**src/rtl/sdram_dec_pkg.sv**
```systemverilog
package sdram_dec_pkg;

  localparam int ADDR_W     = 32;
  localparam int DATA_W     = 32;
  localparam int REG_AW     = 5;
  localparam int GRAN_LOG2  = 25;
  localparam int MB_LOG2    = 20;
  localparam int NUM_BANKS  = 2;
  localparam int BANK_W     = (NUM_BANKS > 1) ? $clog2(NUM_BANKS) : 1;
  localparam int IDX_W      = ADDR_W - 1 - GRAN_LOG2;
  localparam int UNIT_W     = IDX_W + 1;
  localparam int NSZ_W      = IDX_W + GRAN_LOG2 - MB_LOG2;
  localparam int HALF_SHIFT = GRAN_LOG2 - MB_LOG2 - 1;
  localparam int MAX_UNITS  = 1 << (IDX_W - 1);
  localparam int TOP_UNITS  = 1 << IDX_W;

  localparam logic [REG_AW-1:0] OFF_BASE   = REG_AW'(0);
  localparam logic [REG_AW-1:0] OFF_BND0   = REG_AW'(4);
  localparam logic [REG_AW-1:0] OFF_NARROW = REG_AW'(4 * (NUM_BANKS + 1));
  localparam logic [REG_AW-1:0] OFF_STATUS = REG_AW'(4 * (NUM_BANKS + 2));

  typedef struct packed {
    logic [UNIT_W-1:0]                   baseUnit;
    logic [NUM_BANKS-1:0][UNIT_W-1:0]    bound;
    logic [NSZ_W-1:0]                    narrowMb;
  } cfg_t;

  typedef struct packed {
    logic forceMiss;
    logic narrowEn;
  } strobe_t;

  function automatic logic cfgIllegal(input cfg_t c, input logic bus32);
    logic [UNIT_W-1:0] lo;
    logic [UNIT_W-1:0] sz0;
    logic [UNIT_W-1:0] sz1;
    logic [NSZ_W:0]    halfMb;
    logic              bad;
    lo     = {1'b0, c.baseUnit[IDX_W-1:0]};
    sz0    = c.bound[0] - lo;
    sz1    = c.bound[1] - c.bound[0];
    halfMb = {{(NSZ_W + 1 - UNIT_W){1'b0}}, sz0} << HALF_SHIFT;
    bad    = 1'b0;
    if (c.bound[0] < lo)                        bad = 1'b1;
    if (c.bound[1] < c.bound[0])                bad = 1'b1;
    if (c.bound[1] > UNIT_W'(TOP_UNITS))        bad = 1'b1;
    if (sz0 != sz1)                             bad = 1'b1;
    if ($countones(sz0) > 1)                    bad = 1'b1;
    if (sz0 > UNIT_W'(MAX_UNITS))               bad = 1'b1;
    if (!bus32 && ({1'b0, c.narrowMb} > halfMb)) bad = 1'b1;
    return bad;
  endfunction

endpackage

```
**src/rtl/sdram_dec_ctrl.sv**
```systemverilog
module sdram_dec_ctrl
  import sdram_dec_pkg::*;
(
  input  logic              clk,
  input  logic              rst,
  input  logic              regWrEn,
  input  logic [REG_AW-1:0] regAddr,
  input  logic [DATA_W-1:0] regWrData,
  input  logic              busIs32,
  output logic [DATA_W-1:0] regRdData,
  output cfg_t              cfg,
  output strobe_t           strobes,
  output logic              cfgErr
);

  cfg_t cfgQ;
  cfg_t nextCfg;
  logic errQ;
  logic isStatus;
  logic mappedWrite;
  logic illegalNext;
  logic [NUM_BANKS-1:0] hitBound;

  logic unusedWrBits;
  assign unusedWrBits = ^regWrData[GRAN_LOG2-1:NSZ_W];

  genvar g;
  for (g = 0; g < NUM_BANKS; g++) begin : g_bndSel
    assign hitBound[g] = (regAddr == REG_AW'(OFF_BND0 + REG_AW'(4 * g)));
  end

  assign isStatus    = (regAddr == OFF_STATUS);
  assign mappedWrite = regWrEn && (isStatus || (regAddr == OFF_BASE) ||
                                   (regAddr == OFF_NARROW) || (|hitBound));

  always_comb begin
    nextCfg = cfgQ;
    if (regAddr == OFF_BASE)
      nextCfg.baseUnit = regWrData[DATA_W-1:GRAN_LOG2];
    if (regAddr == OFF_NARROW)
      nextCfg.narrowMb = regWrData[NSZ_W-1:0];
    for (int i = 0; i < NUM_BANKS; i++) begin
      if (hitBound[i])
        nextCfg.bound[i] = regWrData[UNIT_W-1:0];
    end
  end

  assign illegalNext = cfgIllegal(nextCfg, busIs32);

  always_ff @(posedge clk) begin
    if (rst) begin
      cfgQ <= '0;
      errQ <= 1'b0;
    end else if (mappedWrite) begin
      cfgQ <= nextCfg;
      errQ <= isStatus ? illegalNext : (errQ | illegalNext);
    end
  end

  always_comb begin
    regRdData = '0;
    if (regAddr == OFF_BASE)
      regRdData = {cfgQ.baseUnit, {GRAN_LOG2{1'b0}}};
    else if (regAddr == OFF_NARROW)
      regRdData = {{(DATA_W - NSZ_W){1'b0}}, cfgQ.narrowMb};
    else if (isStatus)
      regRdData = {{(DATA_W - 1){1'b0}}, errQ};
    else begin
      for (int i = 0; i < NUM_BANKS; i++) begin
        if (hitBound[i])
          regRdData = {{(DATA_W - UNIT_W){1'b0}}, cfgQ.bound[i]};
      end
    end
  end

  assign cfg               = cfgQ;
  assign cfgErr            = errQ;
  assign strobes.forceMiss = errQ;
  assign strobes.narrowEn  = !busIs32;

endmodule

```
**src/rtl/sdram_dec_path.sv**
```systemverilog
module sdram_dec_path
  import sdram_dec_pkg::*;
(
  input  logic              clk,
  input  logic              rst,
  input  cfg_t              cfg,
  input  strobe_t           strobes,
  input  logic              reqValid,
  input  logic [ADDR_W-1:0] reqAddr,
  output logic              rspValid,
  output logic              rspHit,
  output logic [BANK_W-1:0] rspBank,
  output logic              rspNarrow
);

  logic [UNIT_W-1:0]    addrUnit;
  logic                 topMatch;
  logic [UNIT_W-1:0]    lowB [NUM_BANKS];
  logic [UNIT_W-1:0]    upB  [NUM_BANKS];
  logic [NUM_BANKS-1:0] inRange;
  logic                 hitComb;
  logic [BANK_W-1:0]    bankComb;
  logic [NSZ_W-1:0]     offMb;
  logic                 narrowComb;

  logic unusedAddrBits;
  assign unusedAddrBits = ^reqAddr[MB_LOG2-1:0];

  assign addrUnit = {1'b0, reqAddr[ADDR_W-2:GRAN_LOG2]};
  assign topMatch = (reqAddr[ADDR_W-1] == cfg.baseUnit[UNIT_W-1]);
  assign lowB[0]  = {1'b0, cfg.baseUnit[IDX_W-1:0]};

  genvar g;
  for (g = 0; g < NUM_BANKS; g++) begin : g_bank
    assign upB[g] = cfg.bound[g];
    if (g > 0) begin : g_chain
      assign lowB[g] = upB[g-1];
    end
    assign inRange[g] = topMatch && (addrUnit >= lowB[g]) && (addrUnit < upB[g]);
  end

  always_comb begin
    logic found;
    found    = 1'b0;
    bankComb = '0;
    for (int i = 0; i < NUM_BANKS; i++) begin
      if (inRange[i] && !found) begin
        bankComb = BANK_W'(i);
        found    = 1'b1;
      end
    end
  end

  assign hitComb    = (|inRange) && !strobes.forceMiss;
  assign offMb      = {addrUnit[IDX_W-1:0] - cfg.baseUnit[IDX_W-1:0],
                       reqAddr[GRAN_LOG2-1:MB_LOG2]};
  assign narrowComb = hitComb && strobes.narrowEn && (offMb < cfg.narrowMb);

  always_ff @(posedge clk) begin
    if (rst) begin
      rspValid  <= 1'b0;
      rspHit    <= 1'b0;
      rspBank   <= '0;
      rspNarrow <= 1'b0;
    end else begin
      rspValid  <= reqValid;
      rspHit    <= reqValid && hitComb;
      rspBank   <= (reqValid && hitComb) ? bankComb : '0;
      rspNarrow <= reqValid && narrowComb;
    end
  end

endmodule

```
**src/rtl/sdram_bank_decoder.sv**
```systemverilog
module sdram_bank_decoder
  import sdram_dec_pkg::*;
(
  input  logic              clk,
  input  logic              rst,
  input  logic              regWrEn,
  input  logic [REG_AW-1:0] regAddr,
  input  logic [DATA_W-1:0] regWrData,
  output logic [DATA_W-1:0] regRdData,
  input  logic              busIs32,
  input  logic              reqValid,
  input  logic [ADDR_W-1:0] reqAddr,
  output logic              rspValid,
  output logic              rspHit,
  output logic [BANK_W-1:0] rspBank,
  output logic              rspNarrow
);

  cfg_t    cfg;
  strobe_t strobes;
  logic    cfgErr;
  logic    baseTop;

  assign baseTop = cfg.baseUnit[UNIT_W-1];

  sdram_dec_ctrl u_ctrl (
    .clk       (clk),
    .rst       (rst),
    .regWrEn   (regWrEn),
    .regAddr   (regAddr),
    .regWrData (regWrData),
    .busIs32   (busIs32),
    .regRdData (regRdData),
    .cfg       (cfg),
    .strobes   (strobes),
    .cfgErr    (cfgErr)
  );

  sdram_dec_path u_path (
    .clk       (clk),
    .rst       (rst),
    .cfg       (cfg),
    .strobes   (strobes),
    .reqValid  (reqValid),
    .reqAddr   (reqAddr),
    .rspValid  (rspValid),
    .rspHit    (rspHit),
    .rspBank   (rspBank),
    .rspNarrow (rspNarrow)
  );

endmodule

```
**config.mk**
```make
export PLATFORM = sky130hd
export DESIGN_NAME = sdram_bank_decoder
export DESIGN_NICKNAME = d
export VERILOG_FILES = /design/src/rtl/sdram_dec_pkg.sv /design/src/rtl/sdram_dec_ctrl.sv /design/src/rtl/sdram_dec_path.sv /design/src/rtl/sdram_bank_decoder.sv
export SDC_FILE = /design/constraint.sdc
export NUM_CORES = 1
export LEC_CHECK = 0
export BUFFER_PORTS_ARGS = -buffer_cell sky130_fd_sc_hd__buf_2
export CAP_MARGIN = 20
export CORE_UTILIZATION = 55
export DETAILED_ROUTE_END_ITERATION = 16
export GPL_TIMING_DRIVEN = 0
export PLACE_DENSITY = 0.91
export SLEW_MARGIN = 20
export SYNTH_ARGS = -nofsm -noshare
export SYNTH_HDL_FRONTEND = slang
export SYNTH_HIERARCHICAL = 1
export SYNTH_SLANG_ARGS = --single-unit
```
**constraint.sdc**
```tcl
create_clock -name clk -period 7.5 [get_ports clk]
set_input_delay 1.125 -clock clk [delete_from_list [all_inputs] [get_ports clk]]
set_output_delay 1.125 -clock clk [all_outputs]
set_load 0.01 [all_outputs]
```
==> qor.csv <==
metric;value;unit
fin_util;65.8;%
min_period;7.05;ns
ctsRootBufferMaster;clkbuf_8;
cts_tree;built;
setup_viol_count_final;0;
post_cts_buffers;0;
synth_area_leaders;dfxtp_1 18%, ha_1 13%, mux2i_1 6.7%, nor2_1 5.2%, inv_1 4.6%;
crit_path_top_delay_cell;fa_1;
fin_crit_sh;94.1;%
syn_area_per_cell;7.89;µm²
arrival;7.23;ns
routedWlPerCell;18.1;µm
layoutNonFillerInstCount;709;
grt_use_total;33.2;%
cts.sinks;37;
die_area;7960;µm²
synth_cell_types;72;
p_leak;2.15;nW
via_count;4307;
vdd_drop_max;0.0000837;V
hp-class;flop to flop;
startpoint_type;input port;
hold_viol;0;
endpoint_kind;flop;
initial_core_util;57.3;%
fin_tns_setup;0;ns
dp_hpwl;10400;µm
synth_warnings;6;
power_density;136;nW/µm²
place_inst;701;
synth_flop_cell;dfxtp_1;
clk_pin_slew;0.08;ns
dr.pass1.iters;5;
cts_buffer_depth;2;
worst-slew-pin-transition;0.763;ns
cp_max_fo;9;
clk_latency;0.30;ns
outcome;finished, final reports clean;
antenna_cells;0;
numCtsBuffers;5;
overflow;0;
core;7290;µm²
boundaryPins;110;
synth_top_area_share;17.7;%
antenna_found_initial;0;
rsz0062_at_grt;false;
final_max_slew_viol_count;0;
ant_nets;0;
holdWs;0.553;ns
grt_pass1_wl;19900;µm
crit_type;input port to flop;
first_global_vias;4057;
fmax;142;MHz
drtIter0Drc;491;
dpl_worst_slack;-0.0186;ns
synth_edf_count;0;
row_count;31;
yosys.area.top_type;dfxtp_1;
drive_above_1_share;20.7;%
ys_seq_elements;37;
slew_headroom;49.1;%
num-nets-final;733;
h-tree-depth;2;
netlist_area;4180;µm²
grt_max_degree;14;
async_flop_share;0;%
io_buffers;59;
final.setup_skew;0.00597;ns
drv_cap;0;
cp.required;7.68;ns
postCtsHoldBufs;0;
slowest_delay;0.59;ns
seq_area_frac_synth;17.7;%
viasPerCell;6.07;
finalWorstSetupSlack;0.445;ns
wl;12800;µm
areaGrowthSynthToFinish;14.7;%
die_w;89.2;µm
synth_cells;530;
place.gp.congestion;0.952;
die_y;89.2;µm
route.detailed.drc;0;
[power breakdown]
group	switching [mW]	total [mW]	leakage (nW)	internal [mW]
combinational	0.131	0.230	1.78	0.0990
sequential	0.00478	0.205	0.300	0.200
clock	0.0821	0.216	0.0687	0.134
[sequential cells by signal, summed over array words and instances (netlist names)]
name	count
u_ctrl/cfg	32
u_ctrl/cfgErr	1
u_path/rspBank	1
u_path/rspHit	1
u_path/rspNarrow	1
u_path/rspValid	1
[worst max-delay path, delay by kind of cell]
family / cells / cell delay (ns)
AO/OA/AOI/OAI: 8 / 1.75
AND/OR/NAND/NOR: 7 / 1.66
adder cells (fa/ha/maj): 5 / 1.81
buffers and inverters: 4 / 0.32
XOR/XNOR: 1 / 0.20
multiplexers: 1 / 0.38
[cells in the mapped netlist (all sizes together) (12+ instances only)]
| cell | n |
|---|---|
| clkbuf | 17 |
| o21ai | 19 |
| a21oi | 29 |
| mux2 | 15 |
| nor3 | 12 |
| ha | 45 |
| nand2 | 25 |
| and3 | 13 |
| nor2 | 59 |
| xnor2 | 12 |
| buf | 22 |
| dfxtp | 37 |
| mux2i | 28 |
| inv | 52 |
| nand3 | 13 |
| a211oi | 17 |
[layer usage]
layer	up-vias	track usage, %	part of all wire [%]
met4	0	13.4	3.2
li1	2022	-	-
met5	-	0	0
met3	35	5.36	9.6
met1	2013	40.6	40
met2	237	58.1	47
[layout make-up]
class                   count  area (µm²)
plain buffers              39         221
clock buffers               5        68.8
clock inverters             3        68.8
fillers                   631        2500
inverters                  52         195
multi-input cells         415        3080
flip-flops and latches     37         741
well taps                  99         124
repair buffers             59         295
[per-stage QoR]
step / instance area, µm² / total power, mW
finish: 4800 / 0.651
global route: 4800 / 0.688
CTS: 4790 / 0.647
detailed placement: 4650 / 0.433
global placement: 4650 / 0.422
floorplan: 4230 / 0.370
[path summary, 6_finish.rpt]
path         depth (start not counted)                         end  slack [ns]                   startpoint
max                                 26  u_ctrl/cfgErr$_SDFFE_PP0P_        0.45                   regAddr[4]
min                                  2  u_ctrl/cfg[7]$_SDFFE_PP0P_        0.55   u_ctrl/cfg[7]$_SDFFE_PP0P_
max reg2reg                         23  u_ctrl/cfgErr$_SDFFE_PP0P_        1.80  u_ctrl/cfg[12]$_SDFFE_PP0P_
min reg2reg                          2  u_ctrl/cfg[7]$_SDFFE_PP0P_        0.55   u_ctrl/cfg[7]$_SDFFE_PP0P_
[kinds of logic after synthesis]
kind of cell / Yosys count / synth area share, %
AO/OA/AOI/OAI: 124 / 20.8
XOR/XNOR: 20 / 4.37
adder cells (fa/ha/maj): 52 / 16.3
buffers and inverters: 91 / 9.96
flip-flops: 37 / 17.7
multiplexers: 43 / 10.8
other: 1 / 0.0897
AND/OR/NAND/NOR: 162 / 19.9
[placed cells by master, fill, tap and decap left out, drive strengths merged, types with 5 or more instances in the layout]
cell	count
fa	5
xor2	8
and2	6
dfxtp	37
buf	81
nand2b	5
nand2	25
mux2	15
nand3	13
and3	13
a21oi	29
xnor2	12
nor4	6
a211oi	17
mux2i	28
inv	53
a22oi	8
clkbuf	22
nor3	12
ha	45
nor2b	8
a31oi	6
nor2	59
conb	14
o21ai	19
[timing repair]
action,CTS,global route
resized for setup,0,3
hold endpoints to repair,0,0
endpoints found under the setup margin,0,1
Note: power is estimated with default switching activity, not from simulation.
